`config.mk`:
```
export PLATFORM = sky130hd
export DESIGN_NAME = sync_framer
export DESIGN_NICKNAME = d
export VERILOG_FILES = /design/src/rtl/sfr_pkg.sv /design/src/rtl/sfr_rx.sv /design/src/rtl/sfr_tx.sv /design/src/rtl/sync_framer.sv
export SDC_FILE = /design/constraint.sdc
export NUM_CORES = 1
export LEC_CHECK = 0
export BUFFER_PORTS_ARGS = -buffer_cell sky130_fd_sc_hd__buf_2
export CORE_MARGIN = 2
export CORE_UTILIZATION = 25
export DETAILED_ROUTE_END_ITERATION = 8
export PLACE_DENSITY = 0.42
export SLEW_MARGIN = 30
export SYNTH_ARGS = -nofsm -noshare
export SYNTH_HDL_FRONTEND = slang
export SYNTH_HIERARCHICAL = 1
export SYNTH_SLANG_ARGS = --single-unit
```
`constraint.sdc`:
```
create_clock -name clk -period 2.2 [get_ports clk]
set_input_delay 0.44 -clock clk [delete_from_list [all_inputs] [get_ports clk]]
set_output_delay 0.44 -clock clk [all_outputs]
set_load 0.01 [all_outputs]
```
`src/rtl/sfr_pkg.sv`:
```
package sfr_pkg;

    localparam int SYNC_W = 16;
    localparam int BYTE_W = 8;
    localparam int CNT_W  = $clog2(SYNC_W + 1);

    typedef enum logic [1:0] {
        SL_EXT = 2'b00,
        SL_4   = 2'b01,
        SL_8   = 2'b10,
        SL_16  = 2'b11
    } sync_len_e;

    typedef enum logic [1:0] {
        TX_GAP  = 2'b00,
        TX_PRE  = 2'b01,
        TX_DATA = 2'b10
    } tx_state_e;

    typedef struct packed {
        logic [SYNC_W-1:0] sh;
        logic [CNT_W-1:0]  cnt;
        logic              last;
        tx_state_e         st;
    } tx_reg_t;

    // number of pattern bits for a length code
    function automatic logic [CNT_W-1:0] sync_bits(sync_len_e l);
        case (l)
            SL_4:    return CNT_W'(4);
            SL_8:    return CNT_W'(8);
            SL_16:   return CNT_W'(16);
            default: return '0;
        endcase
    endfunction

    // compare received history against the low-order pattern field
    function automatic logic sync_hit(logic [SYNC_W-1:0] hist,
                                      logic [SYNC_W-1:0] pat,
                                      sync_len_e l);
        case (l)
            SL_4:    return hist[3:0] == pat[3:0];
            SL_8:    return hist[7:0] == pat[7:0];
            SL_16:   return hist == pat;
            default: return 1'b0;
        endcase
    endfunction

    // left-align the pattern field so its top bit leaves first
    function automatic logic [SYNC_W-1:0] sync_left(logic [SYNC_W-1:0] pat,
                                                    sync_len_e l);
        case (l)
            SL_4:    return {pat[3:0], 12'b0};
            SL_8:    return {pat[7:0], 8'b0};
            SL_16:   return pat;
            default: return '1;
        endcase
    endfunction

endpackage

```
`src/rtl/sfr_rx.sv`:
```
module sfr_rx
    import sfr_pkg::*;
#(
    parameter int BW = BYTE_W
) (
    input  logic              clk,
    input  logic              rst,
    input  logic              run,
    input  sync_len_e         len,
    input  logic              rsyn,
    input  logic              strip_en,
    input  logic [BW-1:0]     strip_char,
    input  logic [SYNC_W-1:0] pat,
    input  logic              rx_bit,
    input  logic              rx_ce,
    input  logic              cd,
    output logic [BW-1:0]     rx_data,
    output logic              rx_valid,
    output logic              rx_locked
);

    localparam int BC_W = $clog2(BW) + 1;

    logic [SYNC_W-1:0] hist;
    logic [SYNC_W-1:0] hist_n;
    logic [CNT_W-1:0]  fill;
    logic [CNT_W:0]    fill_n;
    logic [CNT_W-1:0]  need;
    logic [BC_W-1:0]   bitcnt;
    logic [BW-1:0]     acc;
    logic [BW-1:0]     acc_n;
    logic              strip_ph;
    logic              hit;

    always_comb begin
        hist_n = {hist[SYNC_W-2:0], rx_bit};
        fill_n = {1'b0, fill} + 1'b1;
        need   = sync_bits(len);
        acc_n  = {acc[BW-2:0], rx_bit};
        hit    = (fill_n >= {1'b0, need}) && sync_hit(hist_n, pat, len);
    end

    always_ff @(posedge clk) begin
        if (rst) begin
            hist      <= '0;
            fill      <= '0;
            bitcnt    <= '0;
            acc       <= '0;
            strip_ph  <= 1'b0;
            rx_locked <= 1'b0;
            rx_valid  <= 1'b0;
            rx_data   <= '0;
        end else begin
            rx_valid <= 1'b0;
            if (!run) begin
                hist      <= '0;
                fill      <= '0;
                bitcnt    <= '0;
                acc       <= '0;
                rx_locked <= 1'b0;
            end else if (rx_ce) begin
                hist <= hist_n;
                if (fill < CNT_W'(SYNC_W))
                    fill <= fill + 1'b1;
                if (!rx_locked) begin
                    if (len == SL_EXT) begin
                        if (cd) begin
                            rx_locked <= 1'b1;
                            strip_ph  <= 1'b1;
                            if (rsyn) begin
                                acc    <= {{(BW-2){1'b0}}, hist[0], rx_bit};
                                bitcnt <= BC_W'(2);
                            end else begin
                                acc    <= {{(BW-1){1'b0}}, rx_bit};
                                bitcnt <= BC_W'(1);
                            end
                        end
                    end else if (hit) begin
                        rx_locked <= 1'b1;
                        strip_ph  <= 1'b1;
                        bitcnt    <= '0;
                        acc       <= '0;
                    end
                end else if (len == SL_EXT && !cd) begin
                    rx_locked <= 1'b0;
                    bitcnt    <= '0;
                    acc       <= '0;
                end else if (bitcnt == BC_W'(BW - 1)) begin
                    bitcnt <= '0;
                    acc    <= '0;
                    if (!(strip_en && strip_ph && acc_n == strip_char)) begin
                        rx_data  <= acc_n;
                        rx_valid <= 1'b1;
                        strip_ph <= 1'b0;
                    end
                end else begin
                    acc    <= acc_n;
                    bitcnt <= bitcnt + 1'b1;
                end
            end
        end
    end

endmodule

```
`src/rtl/sfr_tx.sv`:
```
module sfr_tx
    import sfr_pkg::*;
#(
    parameter int BW = BYTE_W
) (
    input  logic              clk,
    input  logic              rst,
    input  logic              en,
    input  sync_len_e         len,
    input  logic              rts_mode,
    input  logic [SYNC_W-1:0] pat,
    input  logic [BW-1:0]     tx_data,
    input  logic              tx_valid,
    input  logic              tx_last,
    input  logic              tx_ce,
    output logic              tx_ready,
    output logic              tx_bit,
    output logic              rts
);

    tx_reg_t q;
    tx_reg_t d;
    logic    unit_end;
    logic    has_sync;
    logic    want_byte;
    logic    take;
    logic [SYNC_W-1:0] pre;
    logic [CNT_W-1:0]  need;

    always_comb begin
        unit_end  = (q.cnt <= CNT_W'(1));
        has_sync  = (len != SL_EXT);
        pre       = sync_left(pat, len);
        need      = sync_bits(len);
        want_byte = (q.st == TX_PRE)
                 || (q.st == TX_DATA && !q.last)
                 || (q.st == TX_GAP && !has_sync);
        tx_ready  = en && tx_ce && unit_end && want_byte;
        take      = tx_ready && tx_valid;
    end

    always_comb begin
        d      = q;
        d.sh   = {q.sh[SYNC_W-2:0], 1'b1};
        d.cnt  = q.cnt - 1'b1;
        if (unit_end) begin
            if (take) begin
                d.st   = TX_DATA;
                d.sh   = {tx_data, {(SYNC_W-BW){1'b0}}};
                d.cnt  = CNT_W'(BW);
                d.last = tx_last;
            end else if (q.st == TX_GAP && tx_valid && has_sync) begin
                d.st   = TX_PRE;
                d.sh   = pre;
                d.cnt  = need;
                d.last = 1'b0;
            end else begin
                d.st   = TX_GAP;
                d.last = 1'b0;
                if (rts_mode && has_sync) begin
                    d.sh  = pre;
                    d.cnt = need;
                end else begin
                    d.sh  = {1'b1, {(SYNC_W-1){1'b0}}};
                    d.cnt = CNT_W'(1);
                end
            end
        end
    end

    always_ff @(posedge clk) begin
        if (rst || !en) begin
            q.st   <= TX_GAP;
            q.sh   <= '1;
            q.cnt  <= CNT_W'(1);
            q.last <= 1'b0;
        end else if (tx_ce) begin
            q <= d;
        end
    end

    assign tx_bit = q.sh[SYNC_W-1];
    assign rts    = en && (rts_mode || q.st != TX_GAP);

endmodule

```
`src/rtl/sync_framer.sv`:
```
module sync_framer
    import sfr_pkg::*;
#(
    parameter int BW = BYTE_W
) (
    input  logic              clk,
    input  logic              rst,
    input  logic              en,
    input  logic              rx_en,
    input  logic [1:0]        sync_len,
    input  logic [SYNC_W-1:0] sync_reg,
    input  logic              rts_mode,
    input  logic              rsyn,
    input  logic              strip_en,
    input  logic [BW-1:0]     strip_char,
    input  logic              rx_bit,
    input  logic              rx_ce,
    input  logic              cd,
    output logic [BW-1:0]     rx_data,
    output logic              rx_valid,
    output logic              rx_locked,
    input  logic [BW-1:0]     tx_data,
    input  logic              tx_valid,
    input  logic              tx_last,
    input  logic              tx_ce,
    output logic              tx_ready,
    output logic              tx_bit,
    output logic              rts
);

    sync_len_e len;
    logic      rx_run;

    assign len    = sync_len_e'(sync_len);
    assign rx_run = en && rx_en;

    sfr_rx #(.BW(BW)) u_rx (
        .clk        (clk),
        .rst        (rst),
        .run        (rx_run),
        .len        (len),
        .rsyn       (rsyn),
        .strip_en   (strip_en),
        .strip_char (strip_char),
        .pat        (sync_reg),
        .rx_bit     (rx_bit),
        .rx_ce      (rx_ce),
        .cd         (cd),
        .rx_data    (rx_data),
        .rx_valid   (rx_valid),
        .rx_locked  (rx_locked)
    );

    sfr_tx #(.BW(BW)) u_tx (
        .clk      (clk),
        .rst      (rst),
        .en       (en),
        .len      (len),
        .rts_mode (rts_mode),
        .pat      (sync_reg),
        .tx_data  (tx_data),
        .tx_valid (tx_valid),
        .tx_last  (tx_last),
        .tx_ce    (tx_ce),
        .tx_ready (tx_ready),
        .tx_bit   (tx_bit),
        .rts      (rts)
    );

endmodule

```
==> results of run 1 <==
==> how the worst max path moves through the flow <==
stage / from / slack, ns / cells past startpoint / endpoint
detailed placement: sync_len[0] / -0.16 / 9 / u_rx/bitcnt[3]
global route: u_rx/fill[1] / -0.20 / 9 / u_rx/bitcnt[3]
floorplan: u_rx/fill[0] / 0.01 / 9 / u_rx/bitcnt[3]
CTS: u_rx/fill[1] / -0.06 / 9 / u_rx/bitcnt[3]
finish: u_rx/fill[1] / -0.07 / 9 / u_rx/bitcnt[3]
global placement: sync_len[0] / -0.13 / 9 / u_rx/bitcnt[3]
==> final cells by class <==
type	instances	area [sq um]
Sequential cell	66	1330
Tap cell	184	230
Timing Repair Buffer	105	641
Inverter	7	26.3
Multi-Input combinational cell	323	2250
Fill cell	1578	9680
Clock buffer	12	256
Clock inverter	3	15.0
==> per-stage QoR <==
stage,utilization,hold slack [ns],instance area (sq um),total power [uW]
floorplan,-,0.441,3680,1480
global placement,0.307,0.462,4420,1660
detailed placement,0.307,0.478,4420,1660
CTS,0.327,0.349,4710,3000
global route,0.329,0.371,4750,3100
finish,0.329,0.358,4750,2960
==> per-layer routing <==
metal / vias up / GRT usage / part of all wire
met5: - / 0 / 0
met4: 0 / 0.0353 / 0.0092
met3: 6 / 0.0436 / 0.042
met2: 69 / 0.227 / 0.46
met1: 1677 / 0.180 / 0.48
li1: 1728 / - / -
==> power by group through the flow <==
stage	Sequential, uW	Combinational, uW	Clock, uW
final	1230	405	1320
after global routing	1240	445	1420
after CTS	1230	405	1370
after detailed placement	1260	402	0
after global placement	1260	401	0
after floorplan	1260	228	0
==> cells by family (layout without fill, tap and decap cells) <==
family / Yosys count / in the layout / synth area share
fa+ha+maj: 8 / 8 / 0.0274
buf+inv: 30 / 127 / 0.0373
flops: 66 / 66 / 0.361
compound gates: 111 / 111 / 0.214
xor+xnor: 31 / 31 / 0.0742
simple gates: 138 / 139 / 0.193
mux: 34 / 34 / 0.0930
==> state kept, by name, summed over array words and instances, names as in the netlist, 4 cells and up <==
register      cells
u_rx/hist        15
u_rx/fill         5
u_tx/q           23
u_rx/rx_data      8
u_rx/bitcnt       4
u_rx/acc          7
==> worst max-delay path, cell delays in order (launching register included) <==
cell     delay [ns]
dfxtp_4        0.36
ha_4           0.18
xnor2_2        0.13
ha_1           0.26
and3_1         0.13
o31a_1         0.14
o21ai_2        0.07
o31a_1         0.31
or3_1          0.32
a32o_1         0.26
==> cell usage in the layout, fill, tap and decap left out, types with 9 or more instances in the layout <==
cell type,instances
dfxtp_1,63
buf_2,59
nor2_1,49
buf_4,46
mux2i_1,34
a21oi_1,28
xor2_1,21
nand2_1,18
nand2b_1,12
nand3_1,12
a22oi_1,11
clkbuf_16,9
xnor2_1,9
nand4_1,9
==> what timing repair did <==
action                                 4_1_cts  5_1_grt
setup buffers                                0        2
hold buffers                                 0        0
pin swaps                                    4        0
endpoints found under the hold margin        0        0
resized for setup                            4        2
setup endpoints to repair                   11       13
cloned                                       0        1
==> run metrics, run 1 <==
Comb power frac=0.137; Rows=44; net count after synthesis=473; Power Density=623 nW/um^2; Sw Share=0.255; HPWL Detailed=8100 um; DR iter-0 viols=163; Hold EP=u_tx/q[2]; Die W=125 um; FF-to-FF Start=u_rx/fill[1]; Post-synth EDFFs=0; Clock power frac=0.446; final setup vio count=6; largest net degree at the start of global routing=25; clk_lat worst skew=0.34 ns; Final Non-Filler Cells=700; Primary FF master, synth=dfxtp_1; hold depth=3; Post-Syn Area=3660 sq um; Overall Global Routing Usage=0.139; I/O Buffers=59; FF-to-FF setup slack=-0.07 ns; top cells by area, synth=dfxtp_1 (36%), mux2i_1 (9.3%), nor2_1 (5.0%); Inserted Clock Buffers=9; WP data required=2.43 ns; Max Cap Violations=0; critical path type=flip-flop to flip-flop; IR drop worst, VDD=0.412 mV; CP arrival=2.50 ns; largest fanout on the critical path=4; first-pass GRT wire length=17500 um; synth warn=6; Worst Reg-to-Reg Cells=9; min-delay src=tx_last; htree depth=3; Yosys reg bits=66; Avg WL per Cell=15.4 um; Final ANT Viol Nets=0; failing checks=setup timing; Final Hold Violating Endpoints=0; Mean Syn Cell Area=8.75 sq um; DRC Markers=0; via/cell ratio=4.97; R2R Path End=u_rx/bitcnt[3]; Root Driver=clkbuf_16; Placer Congestion=0.791; Sink Count=66; min cycle time layout=2.27 ns; Routed WL=10800 um; Starting Density=0.254; crit path launch type=flip-flop; outcome=finished, violations left; gate count after technology mapping=418; RSZ-0062 raised after global routing=yes; Hold Crit Class=input pin to flip-flop; die footprint=15600 sq um; DRT Pass-1 Iters=4; initial antenna violation count=0; Nets=567; share of the synthesized area in the top cell type=0.361; Antenna Cells=0; actual slew at the worst max-slew pin=0.517 ns; Setup TNS=-0.268 ns; ys async rst share=0; Seq pwr share=0.417; top-count cell post-synth=dfxtp_1; Die Y=125 um; Leak=0.00189 uW; Final Max Tran Viols=0; routed via count=3480; Tcrit/Tclk final=1.03; Max clock buf depth=2; Slew Limit Headroom=0.656; share of post-route cells with drive strength above 1=0.264; nature of the critical path endpoint=flip-flop; Seq/Total Area, Yosys=0.361; switching power=753 uW; synth cell count leaders=dfxtp_1 (66), nor2_1 (49), mux2i_1 (34), a21oi_1 (28), xor2_1 (21); GRT overflow=0; vias in the first global route=3451; I/O pin cnt=60; clock-pin slew on the worst setup and hold paths=0.06 ns; Core Region=14400 sq um; Yosys cell types=59; Cell Int Power=2210 uW; CTS tree=built; dpl ws=-0.156 ns; Synth area leader=dfxtp_1; placed insts=682; worst-case clock skew=0.00692 ns; Fmax=440 MHz; setup ws final=-0.0732 ns; Area growth syn-to-layout=29.8%
Note: power is estimated with default switching activity, not from simulation.
==> run 2: changes to the inputs <==
- CELL_PAD_IN_SITES_DETAIL_PLACEMENT: unset -> 1
- CELL_PAD_IN_SITES_GLOBAL_PLACEMENT: unset -> 2
- CORE_ASPECT_RATIO: unset -> 1.75
- PLACE_DENSITY: 0.42 -> 0.63
==> run 2 against run 1 <==
- the run still ends with setup timing left
- maximum frequency is 4.5% lower
- design area is 1.7% higher
- sequential power hardly changed
==> run metrics, run 2 (same netlist as run 1, synthesis figures left out) <==
Max clock buf depth=2; switching power=787 uW; Hold EP=u_tx/q[2]; Root Driver=clkbuf_16; Seq pwr share=0.408; Tcrit/Tclk final=1.08; Die Y=164 um; GR met2 Demand/Resource=0.328; htree depth=3; largest net degree at the start of global routing=25; placed cell area=4430 sq um; Sink Count=66; die footprint=15700 sq um; actual slew at the worst max-slew pin=0.535 ns; setup ws final=-0.181 ns; largest fanout on the critical path=4; hold depth=3; commonest non-fill, non-tap cell in the layout=dfxtp_1; Max Cap Violations=0; failing checks=setup timing; DRC Markers=0; RSZ-0062 raised after global routing=yes; Clock power frac=0.452; Fmax=420 MHz; Die W=95.4 um; GRT overflow=0; Final Max Tran Viols=0; share of post-route cells with drive strength above 1=0.279; first-pass GRT wire length=19600 um; GRT met1 Usage=0.160; R2R Path End=u_rx/bitcnt[3]; Comb power frac=0.140; initial antenna violation count=0; Largest regs=u_tx/q: 23 flops, u_rx/hist: 15 flops, u_rx/rx_data: 8 flops; DR iter-0 viols=91; vias in the first global route=3794; Area growth syn-to-layout=32.0%; Routed WL=12500 um; Worst Reg-to-Reg Cells=9; Sw Share=0.260; clock-pin slew on the worst setup and hold paths=0.06 ns; DRT Pass-1 Iters=4; Avg WL per Cell=17.9 um; I/O Buffers=59; max reg flops=23; GRT Max-Usage Layer=met2; dpl ws=-0.236 ns; min-delay src=tx_last; I/O pin cnt=60; Inserted Clock Buffers=9; post-route cell area=4830 sq um; clk_lat worst skew=0.33 ns; Core Region=14400 sq um; Starting Density=0.255; Rows=58; WP data required=2.41 ns; Overall Global Routing Usage=0.166; FF-to-FF Start=u_rx/fill[0]; Final Hold Violating Endpoints=0; most frequent cells in the layout=dfxtp_1 (63), buf_2 (59), nor2_1 (49), buf_4 (45), mux2i_1 (34); CP arrival=2.59 ns; Cell Int Power=2240 uW; min cycle time layout=2.38 ns; worst-case clock skew=0.00933 ns; Placer Congestion=0.810; Power Density=627 nW/um^2; routed via count=3552; HPWL Detailed=9710 um; FF-to-FF setup slack=-0.18 ns; final setup vio count=11; outcome=finished, violations left; Biggest register=u_tx/q; Hold Buf Count CTS=0; Hold Crit Class=input pin to flip-flop; Final ANT Viol Nets=0; CTS tree=built; Leak=0.00193 uW; Antenna Cells=0; IR drop worst, VDD=0.324 mV; crit path launch type=flip-flop; met3 Use GR=0.0298; Nets=569; via/cell ratio=5.10; nature of the critical path endpoint=flip-flop; Slew Limit Headroom=0.642; critical path type=flip-flop to flip-flop
-- run 2: changes by cell type in the layout (fill, tap and decap cells not counted), moves of 2 or more --
cell      before  now
buf_6          0    2
a211oi_2       0    3
a211oi_1       3    0
clkinv_2       3    1
buf_12         0    2
-- run 2: timing repair --
item	CTS	global route
pin swaps	12	4
resized for setup	9	6
setup endpoints to repair	12	13
buffers inserted	5	0
gates cloned	0	0
-- run 2: per-stage QoR --
step                setup TNS (ns)  total power (uW)  std cells  hold WS [ns]   util
global placement             -1.13              1670        678         0.458  0.308
floorplan                        0              1480        418         0.441      -
global route                 -2.71              3170        697         0.388  0.336
finish                       -1.25              3030        697         0.367  0.336
detailed placement           -1.94              1680        678         0.471  0.308
CTS                          -1.19              3080        697         0.364  0.334
-- run 2: worst max-delay path: stages, from the launching register on --
cell,delay [ns]
dfxtp_4,0.36
ha_4,0.18
xnor2_2,0.13
ha_1,0.27
and3_1,0.15
o31a_1,0.15
o21ai_2,0.08
o31a_1,0.30
or3_1,0.39
a32o_2,0.26
-- run 2: power by group through the flow --
| stage | Combinational [uW] | Sequential (uW) | Clock, uW |
|---|---|---|---|
| after floorplan | 228 | 1260 | 0 |
| after global placement | 411 | 1260 | 0 |
| after detailed placement | 417 | 1260 | 0 |
| after CTS | 429 | 1230 | 1420 |
| after global routing | 465 | 1240 | 1470 |
| final | 425 | 1230 | 1370 |
-- run 2: final cells by class --
class / count / area (sq um)
fill: 1727 / 9540
timing repair buffer: 108 / 696
multi-input combinational: 322 / 2270
tap: 180 / 225
sequential: 66 / 1330
clock inverter: 2 / 12.5
inverter: 7 / 26.3
clock buffer: 12 / 267
-- run 2: how the worst max path moves through the flow --
stage | start | end | cells past startpoint
final | u_rx/fill[0] | u_rx/bitcnt[3] | 9
after global routing | u_rx/fill[1] | u_rx/bitcnt[3] | 11
after CTS | u_rx/fill[1] | u_rx/bitcnt[3] | 9
after detailed placement | sync_len[0] | u_rx/bitcnt[3] | 9
after global placement | sync_len[0] | u_rx/bitcnt[3] | 9
after floorplan | u_rx/fill[0] | u_rx/bitcnt[3] | 9
-- run 2: per-layer routing --
metal  share of wire  up-vias
met5               0        -
met2            0.57       76
met4           0.026        0
met3           0.035       24
li1                -     1726
met1            0.36     1726
